--- src/rtl/fpcmp_pkg.sv ---
// Package: shared predicate encoding for the floating-point comparator.
// Assumes a 3-bit select; code values are part of the block's interface.
package fpcmp_pkg;
    typedef enum logic [2:0] {
        PRED_EQ   = 3'd0,
        PRED_LT   = 3'd1,
        PRED_LE   = 3'd2,
        PRED_UN   = 3'd3,
        PRED_UEQ  = 3'd4,
        PRED_ULT  = 3'd5,
        PRED_ULE  = 3'd6,
        PRED_NONE = 3'd7
    } pred_e;
endpackage

--- src/rtl/fpcmp_classify.sv ---
// Module: classifies one floating-point operand (NaN, signaling NaN, zero)
// and splits it into sign and magnitude. Purely combinational.
// Assumes the IEEE layout: sign at the top, then exponent, then mantissa.
module fpcmp_classify #(
    parameter int EXP_W = 8,
    parameter int MAN_W = 23,
    localparam int MAG_W = EXP_W + MAN_W
) (
    input  logic [MAG_W:0]   op,
    output logic             sign,
    output logic [MAG_W-1:0] mag,
    output logic             is_nan,
    output logic             is_snan,
    output logic             is_zero
);
    logic [EXP_W-1:0] expo;
    logic [MAN_W-1:0] mant;

    // Field split and class decode for one operand.
    always_comb begin
        sign    = op[MAG_W];
        mag     = op[MAG_W-1:0];
        expo    = op[MAG_W-1:MAN_W];
        mant    = op[MAN_W-1:0];
        is_nan  = (&expo) && (|mant);
        is_snan = is_nan && !mant[MAN_W-1];
        is_zero = (mag == '0);
    end
endmodule

--- src/rtl/fpcmp_order.sv ---
// Module: derives the relation between two classified operands: exactly one
// of less, equal, greater or unordered. Signed zeros are treated as equal.
// Assumes the inputs come from fpcmp_classify.
module fpcmp_order #(
    parameter int MAG_W = 31
) (
    input  logic             sign_a,
    input  logic             sign_b,
    input  logic [MAG_W-1:0] mag_a,
    input  logic [MAG_W-1:0] mag_b,
    input  logic             nan_a,
    input  logic             nan_b,
    input  logic             snan_a,
    input  logic             snan_b,
    input  logic             zero_a,
    input  logic             zero_b,
    output logic             rel_lt,
    output logic             rel_eq,
    output logic             rel_gt,
    output logic             rel_un,
    output logic             any_snan
);
    logic mag_lt, mag_eq, a_below;

    // Sign-magnitude ranking; the magnitude order flips for two negatives.
    always_comb begin
        rel_un   = nan_a || nan_b;
        any_snan = snan_a || snan_b;
        mag_lt   = mag_a < mag_b;
        mag_eq   = mag_a == mag_b;
        if (zero_a && zero_b)
            a_below = 1'b0;
        else if (sign_a != sign_b)
            a_below = sign_a;
        else if (sign_a)
            a_below = !mag_lt && !mag_eq;
        else
            a_below = mag_lt;
        rel_eq = !rel_un && ((zero_a && zero_b) || (mag_eq && sign_a == sign_b));
        rel_lt = !rel_un && a_below;
        rel_gt = !rel_un && !rel_eq && !a_below;
    end
endmodule

--- src/rtl/fpcmp_select.sv ---
// Module: maps a relation onto the selected predicate and decides whether the
// compare is an invalid operation (signaling forms: any NaN; quiet: sNaN).
module fpcmp_select
    import fpcmp_pkg::*;
(
    input  logic [2:0] sel,
    input  logic       rel_lt,
    input  logic       rel_eq,
    input  logic       rel_gt,
    input  logic       rel_un,
    input  logic       any_snan,
    output logic       flag,
    output logic       inv
);
    // Predicate decode and exception choice.
    always_comb begin
        flag = 1'b0;
        inv  = 1'b0;
        case (pred_e'(sel))
            PRED_EQ:  begin flag = rel_eq;           inv = any_snan; end
            PRED_LT:  begin flag = rel_lt;           inv = rel_un;   end
            PRED_LE:  begin flag = rel_lt || rel_eq; inv = rel_un;   end
            PRED_UN:  begin flag = rel_un;           inv = any_snan; end
            PRED_UEQ: begin flag = rel_eq || rel_un; inv = any_snan; end
            PRED_ULT: begin flag = rel_lt || rel_un; inv = any_snan; end
            PRED_ULE: begin flag = !rel_gt;          inv = any_snan; end
            default:  begin flag = 1'b0;             inv = 1'b0;     end
        endcase
    end
endmodule

--- src/rtl/fpcmp_top.sv ---
// Module: single-precision predicate comparator with one output register.
// Assumes operands are held for the sampling edge; one result per cycle,
// latency one clock. Synchronous active-low reset clears both outputs.
module fpcmp_top #(
    parameter int EXP_W = 8,
    parameter int MAN_W = 23,
    localparam int MAG_W = EXP_W + MAN_W,
    localparam int W     = MAG_W + 1
) (
    input  logic         clk,
    input  logic         rst_n,
    input  logic [W-1:0] op_a,
    input  logic [W-1:0] op_b,
    input  logic [2:0]   pred_sel,
    output logic         cond_o,
    output logic         invalid_o
);
    logic [W-1:0]     ops    [2];
    logic             sgn_v  [2];
    logic [MAG_W-1:0] mag_v  [2];
    logic             nan_v  [2];
    logic             snan_v [2];
    logic             zero_v [2];
    logic rel_lt, rel_eq, rel_gt, rel_un, any_snan, flag_c, inv_c;

    // Operand fan-in for the per-operand classifiers.
    always_comb begin
        ops[0] = op_a;
        ops[1] = op_b;
    end

    for (genvar i = 0; i < 2; i++) begin : g_cls
        fpcmp_classify #(.EXP_W(EXP_W), .MAN_W(MAN_W)) u_cls (
            .op(ops[i]), .sign(sgn_v[i]), .mag(mag_v[i]),
            .is_nan(nan_v[i]), .is_snan(snan_v[i]), .is_zero(zero_v[i])
        );
    end

    fpcmp_order #(.MAG_W(MAG_W)) u_ord (
        .sign_a(sgn_v[0]), .sign_b(sgn_v[1]), .mag_a(mag_v[0]), .mag_b(mag_v[1]),
        .nan_a(nan_v[0]), .nan_b(nan_v[1]), .snan_a(snan_v[0]), .snan_b(snan_v[1]),
        .zero_a(zero_v[0]), .zero_b(zero_v[1]),
        .rel_lt(rel_lt), .rel_eq(rel_eq), .rel_gt(rel_gt), .rel_un(rel_un),
        .any_snan(any_snan)
    );

    fpcmp_select u_sel (
        .sel(pred_sel), .rel_lt(rel_lt), .rel_eq(rel_eq), .rel_gt(rel_gt),
        .rel_un(rel_un), .any_snan(any_snan), .flag(flag_c), .inv(inv_c)
    );

    // Output register stage with synchronous clear.
    always_ff @(posedge clk) begin
        if (!rst_n) begin
            cond_o    <= 1'b0;
            invalid_o <= 1'b0;
        end else begin
            cond_o    <= flag_c;
            invalid_o <= inv_c;
        end
    end

    // reset leaves both outputs low.
    a_r1_reset_clear: assert property (@(posedge clk)
        !rst_n |=> (!cond_o && !invalid_o));
    // exactly one relation holds for any operand pair.
    a_r5_one_relation: assert property (@(posedge clk) disable iff (!rst_n)
        $countones({rel_lt, rel_eq, rel_gt, rel_un}) == 1);
    // signaling compares with a NaN give false and invalid.
    a_r4_signal_nan: assert property (@(posedge clk) disable iff (!rst_n)
        ((pred_sel == 3'd1 || pred_sel == 3'd2) && rel_un) |=> (!cond_o && invalid_o));
    // quiet equal with only quiet NaNs stays silent and false.
    a_r3_quiet_eq: assert property (@(posedge clk) disable iff (!rst_n)
        (pred_sel == 3'd0 && rel_un && !any_snan) |=> (!cond_o && !invalid_o));
    // unordered test follows the NaN detection one cycle later.
    a_r6_unordered: assert property (@(posedge clk) disable iff (!rst_n)
        (pred_sel == 3'd3) |=> (cond_o == $past(rel_un)));
    // unordered-or forms are true on unordered operands.
    a_r7_unord_true: assert property (@(posedge clk) disable iff (!rst_n)
        (pred_sel >= 3'd4 && pred_sel <= 3'd6 && rel_un) |=> cond_o);
    // reserved select yields nothing.
    a_r8_reserved: assert property (@(posedge clk) disable iff (!rst_n)
        (pred_sel == 3'd7) |=> (!cond_o && !invalid_o));
endmodule

--- config.mk ---
export PLATFORM = sky130hd
export DESIGN_NAME = fpcmp_top
export DESIGN_NICKNAME = d
export VERILOG_FILES = /design/src/rtl/fpcmp_pkg.sv /design/src/rtl/fpcmp_classify.sv /design/src/rtl/fpcmp_order.sv /design/src/rtl/fpcmp_select.sv /design/src/rtl/fpcmp_top.sv
export SDC_FILE = /design/constraint.sdc
export NUM_CORES = 1
export LEC_CHECK = 0
export ABC_AREA = 1
export BUFFER_PORTS_ARGS = -buffer_cell sky130_fd_sc_hd__buf_2
export CORE_ASPECT_RATIO = 1.1
export CORE_UTILIZATION = 45
export DETAILED_ROUTE_END_ITERATION = 10
export PLACE_DENSITY = 0.8
export SLEW_MARGIN = 20
export SYNTH_ARGS = -nofsm -noshare
export SYNTH_HDL_FRONTEND = slang
export SYNTH_SLANG_ARGS = --single-unit
--- constraint.sdc ---
create_clock -name clk -period 2.5 [get_ports clk]
set_input_delay 0.375 -clock clk [delete_from_list [all_inputs] [get_ports clk]]
set_output_delay 0.375 -clock clk [all_outputs]
set_load 0.02 [all_outputs]
==> results of run 1 <==
-- worst max-delay path, delay by kind of cell --
kind	cells	cell delay (ns)
simple gates	9	0.79
compound gates	1	0.11
fa+ha+maj	1	0.29
buf+inv	2	0.14
-- synthesized netlist by cell type --
cell type	count	area, um^2
dfxtp_1	2	40.04
inv_2	6	22.52
nor3_1	2	10.01
a21oi_2	1	8.760
xnor2_1	1	8.760
nand2_2	4	25.02
a21boi_1	1	7.510
nor2_1	31	116.4
nand4_2	2	25.02
nor4_1	2	12.51
or2_2	1	6.260
inv_1	49	183.9
nor2_2	2	12.51
nand4_1	12	75.07
ha_1	31	387.9
o21ai_1	1	5.000
o22ai_1	1	6.260
a21oi_1	11	55.05
nand2_1	64	240.2
a21o_1	2	15.01
nand3_1	13	65.06
nor2_4	1	11.26
-- power breakdown --
part / leakage (uW) / internal (uW) / total [uW] / switching, uW
sequential: 0.0000163 / 33.5 / 34.0 / 0.527
combinational: 0.00109 / 106 / 231 / 124
clock: 0.0000138 / 52.7 / 69.2 / 16.5
-- area by class of cell --
class,instances,area (um^2),area share
Sequential cell,2,40.04,0.02282
Timing Repair Buffer,70,350.3,0.1997
Clock buffer,3,22.52,0.01284
Tap cell,33,41.29,0.02354
Multi-Input combinational cell,183,1094,0.6234
Inverter,55,206.4,0.1177
-- worst min path at each step --
stage	endpoint	slack, ns	cells after the start
after floorplan	invalid_o	0.53	1
after global placement	invalid_o	0.64	2
after detailed placement	invalid_o	0.64	2
after CTS	invalid_o	0.41	2
after global routing	invalid_o	0.42	2
final	invalid_o	0.41	2
-- routing by layer --
metal  vias up  global-route usage  part of all wire
met5         -                   0                 0
met1       712              0.2193              0.41
met3         0             0.01795             0.051
li1        911                   -                 -
met4         0             0.04396                 0
met2        40              0.4198              0.54
-- metrics by stage --
stage | utilization | power [uW] | worst slack (ns) | std cells | instance area, um^2
after floorplan | - | 173.7 | 0.9641 | 240 | 1340
after global placement | 0.6179 | 261.6 | 0.7428 | 343 | 1732
after detailed placement | 0.6179 | 265.5 | 0.7017 | 343 | 1732
after CTS | 0.6259 | 337.6 | 0.9267 | 346 | 1754
after global routing | 0.6259 | 373.9 | 0.7752 | 346 | 1754
final | 0.6259 | 333.9 | 0.9338 | 346 | 1754
-- kinds of logic after synthesis --
| family | Yosys count | share of synthesized area |
|---|---|---|
| AND/OR/NAND/NOR | 134 | 0.4472 |
| buffers and inverters | 55 | 0.1541 |
| adder cells (fa/ha/maj) | 31 | 0.2894 |
| AO/OA/AOI/OAI | 17 | 0.07283 |
| flip-flops | 2 | 0.02988 |
| XOR/XNOR | 1 | 0.006537 |
-- registers in the layout (all words and copies together), names as in the netlist --
register / count
cond_o: 1
invalid_o: 1
-- placed cells by master, fill, tap and decap left out --
cell type / n
clkbuf_4: 3
ha_1: 31
nand4_2: 2
nand2_1: 64
or2_2: 1
nor3_1: 2
nor2_4: 1
a21oi_2: 1
buf_2: 70
o22ai_1: 1
inv_1: 49
a21oi_1: 11
o21ai_1: 1
nand2_2: 4
nand3_1: 13
nor2_2: 2
nand4_1: 12
a21boi_1: 1
nor2_1: 31
dfxtp_1: 2
inv_2: 6
a21o_1: 2
xnor2_1: 1
nor4_1: 2
==> flow_summary.toml, run 1 <==
[job]
maxCapViolCount = 0

[placement]
gp_congestion = 0.7523
dp_hpwl_mm = 2.964
portBuffers = 70

[critical_path]
slowest_delay_ns = 0.29
arrival_ns = 1.72
critPathLaunchType = "input port"
endpoint_kind = "register"
slowest_stage = "ha_1"
critPathRequiredTime_ns = 2.66
worstPathCellList = "buf_2 > inv_2 > ha_1 > nand2_1 > nor2_1 > nand4_2 > nor2_2 > nand2_1 > nand2_2 > nand2_1 > nand2_1 > nand2_1 > a21oi_2"
crit_end = "cond_o"
cp-startpoint = "op_b[22]"
cp_common_cell = "nand2_1"
path_class = "input port to register"
cp_max_fo = 3

[sta]
clock.fmax_ghz = 0.6385
tns_ns = 0
worstMarginPinSlew_ns = 0.3162
rsz0062_at_grt = "no"
report.final.slew_viol_count = 0
fin_hold_ws_ns = 0.4091
finalSetupViolCount = 0
period_minus_slack_ns = 1.566
slew-limit-headroom = 0.7872
post-route-period-util = 0.6265
hold_viol = 0

[grt]
grt_pass1_vias = 1425
antenna_found_initial = 0
grt_usage = 0.2066
grt_max_degree = 5
grt_pass1_wl_mm = 5.037
grt.overflow.total = 0

[detailed_routing]
drc = 0
ant_nets = 0
drt_wl_total_mm = 3.164
dr.pass1.iters = 4
routed_via_density = 4.806
vias = 1663
wire_per_inst_um = 9.145
drtIter0Drc = 18

[synth]
syn-cell-area_mm2 = 0.001340
ys_warn_count = 0
syn_nets = 340
ys_seq_area_frac = 0.02988
syn_avg_cell_area_um2 = 5.583
ys_seq_elements = 2
syn_inst = 240
synth.distinct_cells = 22

[clocking]
cts_inserted_buffers = 3
post-cts-setup-buffers = 0
cts-resized-gates = 0
cts_root_buf = "clkbuf_4"
hold_buffers = 0
htree_levels = 1
clk_pin_slew_worst_paths_ns = 0.03
tritoncts = "yes"
cts_sinks = 2
cts_max_path_buffers = 2

[final_layout]
area_growth_pct = 30.91
drive_above_1_share = 0.2875
diodes = 0
nFillCells = 311
nets = 415

[worst_hold_path]
worst_hold_path_type = "input port to register"
min_from = "rst_n"

[floorplanning]
ioPinCount = 71
dieArea_mm2 = 0.003200
row_count = 20
core-area_mm2 = 0.002803
die_x_um = 54.03
initial_core_util = 0.4781
die_h_um = 59.24

[power]
p_per_area_mw_per_mm2 = 190.4
leakage_uw = 0.001119
ir_drop_uv = 120.9

[outcome]
outcome = "completed"
Note: power is estimated with default switching activity, not from simulation.
==> run 2, diff against run 1 <==
CORE_UTILIZATION = 42   (was 45)
PLACE_DENSITY = 0.78   (was 0.8)
clock period = 1.3 ns   (was 2.5 ns; I/O delays follow)
==> run 2 against run 1 <==
Net effect:
- the run now ends with negative setup slack left
- largest cell class unchanged
- sequential share of layout area down 0.68 points
- hold slack got worse by 0.19 ns
- via count rose by 19%
- sequential power is 92% higher
- final area grew 43%
- combinational power grew to 3.3 times the previous value
- non-clock buffer count up 37
- wire length increased by 55%
- setup slack lost 1.0 ns
- largest power group unchanged
- power rose to 2.9 times the previous value
- critical path depth fell by 1
- core utilization up 20 points
==> flow_summary.toml, run 2 (synthesis results as in run 1) <==
[outcome]
outcome = "finished, violations left"
violations = "negative setup slack"

[clocking]
clk_pin_slew_worst_paths_ns = 0.03
cts_inserted_buffers = 3
tritoncts = "yes"
cts_root_buf = "clkbuf_4"
cts_sinks = 2
htree_levels = 1
cts_max_path_buffers = 2
hold_buffers = 0

[floorplanning]
die_h_um = 61.24
initial_core_util = 0.4397
ioPinCount = 71
die_x_um = 55.86
row_count = 21
core-area_mm2 = 0.003048
dieArea_mm2 = 0.003421

[final_layout]
diodes = 0
nets = 452
mostFrequentLayoutCell = "buf_2"
fin_cells = 384
drive_above_1_share = 0.5486
fin_area_mm2 = 0.002504
final_cell_mix = "61 x buf_2, 55 x nand2_1, 38 x buf_4"
nFillCells = 217
top_regs = "cond_o (1), invalid_o (1)"
area_growth_pct = 86.83

[critical_path]
path_class = "input port to register"
endpoint_kind = "register"
critPathRequiredTime_ns = 1.46
critPathLaunchType = "input port"
crit_end = "cond_o"
arrival_ns = 1.53
cp-startpoint = "op_b[18]"
cp_max_fo = 2

[worst_hold_path]
min_from = "rst_n"
worst_hold_path_type = "input port to register"

[job]
maxCapViolCount = 0

[grt]
grt_usage = 0.2502
grt_pass1_wl_mm = 6.872
antenna_found_initial = 0
grt.overflow.total = 0
grt_pass1_vias = 1843
grt_max_degree = 5

[power]
pwr-share-clk = 0.140
combinationalPowerShare = 0.792
pwr-share-seq = 0.068
power_uw = 965.9
ir_drop_uv = 335.6
leakage_uw = 0.001311
power.switching_uw = 413.1
p_sw_frac = 0.4277
p_per_area_mw_per_mm2 = 385.8
internal_power_uw = 552.8

[placement]
dp_hpwl_mm = 3.330
portBuffers = 70
place_area_mm2 = 0.002018
gp_congestion = 0.8115
dp_cells = 379

[sta]
slew-limit-headroom = 0.7185
hold_viol = 0
clock.fmax_ghz = 0.7270
worstMarginPinSlew_ns = 0.4184
post-route-period-util = 1.058
finalSetupViolCount = 1
fin_hold_ws_ns = 0.2222
worst_slack_ns = -0.07550
report.final.slew_viol_count = 0
rsz0062_at_grt = "yes"
period_minus_slack_ns = 1.375

[detailed_routing]
routed_via_density = 5.169
vias = 1985
drt_wl_total_mm = 4.909
top_layer_used = "met4"
wl_met2_mm = 2.695
routedLengthMet1_mm = 1.708
ant_nets = 0
drc = 0
drtIter0Drc = 59
dr.pass1.iters = 4
wl_met3_um = 231
wire_per_inst_um = 12.78
[run 2: final cells by class]
class,instances,area (um^2),share of cell area
inverter,55,211.5,0.08446
timing repair buffer,107,684.4,0.2734
sequential,2,40.04,0.01599
clock buffer,3,22.52,0.008996
multi-input combinational,183,1503,0.6002
tap,34,42.54,0.01699
[run 2: routing by layer]
metal  track usage  up-vias
met5             0        -
met4        0.1115        0
met3       0.04412       30
met2        0.5318       85
met1        0.2399      885
li1              -      985
[run 2: worst max-delay path: stages]
cell     delay (ns)
buf_2          0.10
inv_2          0.06
ha_4           0.20
a21oi_1        0.16
nand2_1        0.10
nand2_1        0.08
nand2_1        0.06
a21oi_2        0.15
nand2_2        0.07
a21oi_2        0.14
nand2_1        0.08
a21oi_2        0.12
[run 2: stage by stage]
step	TNS [ns]	util	setup WS, ns
2_1_floorplan	-0.03037	-	-0.03037
3_3_place_gp	-0.2572	0.6622	-0.2400
3_5_place_dp	-0.3397	0.6622	-0.2915
4_1_cts	0	0.7311	0.000004996
5_1_grt	-0.2717	0.8214	-0.1649
6_report	-0.07550	0.8214	-0.07550
[run 2: power by group through the flow]
stage | Combinational, uW | Clock [uW] | Sequential, uW
2_1_floorplan | 274 | 0 | 68.9
3_3_place_gp | 530 | 0 | 65.9
3_5_place_dp | 547 | 0 | 66.1
4_1_cts | 616 | 139 | 65.3
5_1_grt | 848 | 144 | 65.5
6_report | 765 | 135 | 65.2
[run 2: timing repair]
action,4_1_cts,5_1_grt
cloned,0,0
resized for setup,26,59
buffers inserted,0,2
setup endpoints to repair,1,1
pin swaps,14,30
hold endpoints to repair,0,0
[run 2: worst min path at each step]
stage	end	slack (ns)	depth (start not counted)
after floorplan	invalid_o	0.35	1
after global placement	invalid_o	0.45	2
after detailed placement	invalid_o	0.45	2
after CTS	invalid_o	0.22	2
after global routing	invalid_o	0.26	2
final	invalid_o	0.22	2
==> run 3, diff against run 2 <==
--- a/config.mk
+++ b/config.mk
@@ -7,9 +7,8 @@
 export LEC_CHECK = 0
 export ABC_AREA = 1
-export BUFFER_PORTS_ARGS = -buffer_cell sky130_fd_sc_hd__buf_2
 export CORE_ASPECT_RATIO = 1.1
-export CORE_UTILIZATION = 42
+export CORE_UTILIZATION = 45
 export DETAILED_ROUTE_END_ITERATION = 10
-export PLACE_DENSITY = 0.78
+export DONT_BUFFER_PORTS = 1
 export SLEW_MARGIN = 20
 export SYNTH_ARGS = -nofsm -noshare
==> constraint.sdc (replaced) <==
create_clock -name clk -period 1.3 [get_ports clk]
set_input_delay 0.195 -clock clk [delete_from_list [all_inputs] [get_ports clk]]
set_output_delay 0.195 -clock clk [all_outputs]
set_load 0.1 [all_outputs]
==> run 3 against run 2 <==
Net effect:
- the run now ends clean
- first-iteration DRC count down 27%
- combinational power fell by 40%
- core utilization shrank 20 points
- power decreased by 31%
- maximum frequency is 11% higher
- non-clock buffer count decreased by 82
- cell count shrank 22%
- critical path type unchanged
- largest cell class unchanged
- highest routed layer unchanged
==> flow_summary.toml, run 3 (synthesis results as in run 1) <==
[sta]
finalSetupViolCount = 0
post-route-period-util = 0.9528
clock.fmax_ghz = 0.8073
slew-limit-headroom = 0.8179
worstMarginPinSlew_ns = 0.2707
worst_slack_ns = 0.06132
period_minus_slack_ns = 1.239
tns_ns = 0
hold_viol = 0
rsz0062_at_grt = "yes"
report.final.slew_viol_count = 0

[placement]
portBuffers = 0
dpl_worst_slack_ns = -0.1812
dp_hpwl_mm = 2.811
place_area_mm2 = 0.001592
dp_cells = 298
gp_congestion = 0.7875

[critical_path]
cp-startpoint = "op_b[20]"
critical-path-top-delay-family = "simple AND/OR/NAND/NOR gates"
path_buf_inv = 1
cp_max_fo = 3
cp_common_cell = "nand2_1"
cp.depth = 12
slowest_delay_ns = 0.29
critPathRequiredTime_ns = 1.46
path_class = "input port to register"
arrival_ns = 1.40
worstPathCellList = "inv_1 > ha_1 > nand2_1 > nor2_2 > nand4_2 > nor2_4 > nand2_2 > nand2_2 > nand2_1 > nand2_1 > nand2_1 > a21oi_2"
endpoint_kind = "register"
slowest_stage = "ha_1"
critPathLaunchType = "input port"
crit_end = "cond_o"

[clocking]
cts_sinks = 2
post-cts-setup-buffers = 0
cts_root_buf = "clkbuf_4"
cts_inserted_buffers = 3
tritoncts = "yes"
cts-resized-gates = 0
clk_pin_slew_worst_paths_ns = 0.03
htree_levels = 1
cts_max_path_buffers = 2
hold_buffers = 0

[final_layout]
drive_above_1_share = 0.2649
fin_area_mm2 = 0.001754
nets = 370
area_growth_pct = 30.91
diodes = 0
mostFrequentLayoutCell = "nand2_1"
fin_cells = 301
final_cell_mix = "59 x nand2_1, 45 x inv_1, 28 x nor2_1"
top_regs = "cond_o (1), invalid_o (1)"

[floorplanning]
row_count = 20
die_h_um = 59.24
die_x_um = 54.03
dieArea_mm2 = 0.003200
initial_core_util = 0.4781
ioPinCount = 71
core-area_mm2 = 0.002803

[detailed_routing]
drtIter0Drc = 43
drt_wl_total_mm = 3.219
wire_per_inst_um = 10.69
ant_nets = 0
routed_via_density = 4.977
vias = 1498
drc = 0
dr.pass1.iters = 4

[grt]
grt_pass1_vias = 1288
grt.overflow.total = 0
grt_pass1_wl_mm = 4.650
grt_max_degree = 5
grt_usage = 0.1946
antenna_found_initial = 0

[power]
pwr-share-clk = 0.204
pwr-share-seq = 0.098
p_per_area_mw_per_mm2 = 377.5
power_uw = 662.1
power.switching_uw = 278.8
leakage_uw = 0.0009594
p_sw_frac = 0.4211
ir_drop_uv = 406.5
combinationalPowerShare = 0.698
internal_power_uw = 383.3

[outcome]
outcome = "completed"

[job]
maxCapViolCount = 0

[worst_hold_path]
worst_hold_path_type = "input port to register"
[run 3: cell count changes in the layout (fill, tap and decap cells not counted), sizes merged]
cell,change
buf,-82
[run 3: power groups by stage]
stage	clock network [uW]	logic (uW)	registers [uW]
detailed placement	0	408	65.8
finish	135	462	64.9
CTS	139	411	65.0
floorplan	0	274	83.7
global route	154	530	65.0
global placement	0	407	65.8
[run 3: final cells by class]
type | count | area, um^2
Clock buffer | 3 | 22.52
Fill cell | 295 | 1049
Inverter | 55 | 206.4
Multi-Input combinational cell | 183 | 1256
Sequential cell | 2 | 40.04
Tap cell | 33 | 41.29
Timing Repair Buffer | 25 | 187.7
[run 3: worst min path at each step]
stage,to,cells after the start,start,slack [ns]
floorplan,invalid_o,1,rst_n,0.35
global placement,invalid_o,1,rst_n,0.36
detailed placement,invalid_o,1,rst_n,0.36
CTS,invalid_o,1,rst_n,0.13
global route,invalid_o,1,rst_n,0.12
finish,invalid_o,1,rst_n,0.13
[run 3: through the flow]
step                  util  hold WS (ns)
floorplan                -        0.3481
global placement    0.5679        0.3580
detailed placement  0.5679        0.3617
CTS                 0.5759        0.1324
global route        0.6259        0.1164
finish              0.6259        0.1340
[run 3: layer usage]
| layer | part of all wire | wire (um) | vias up | global-route usage |
|---|---|---|---|---|
| li1 | - | - | 820 | - |
| met3 | 0.047 | 151 | 2 | 0.03333 |
| met2 | 0.54 | 1744 | 44 | 0.3933 |
| met1 | 0.41 | 1307 | 632 | 0.1991 |
| met5 | 0 | 0 | - | 0 |
| met4 | 0.0050 | 16 | 0 | 0.04029 |
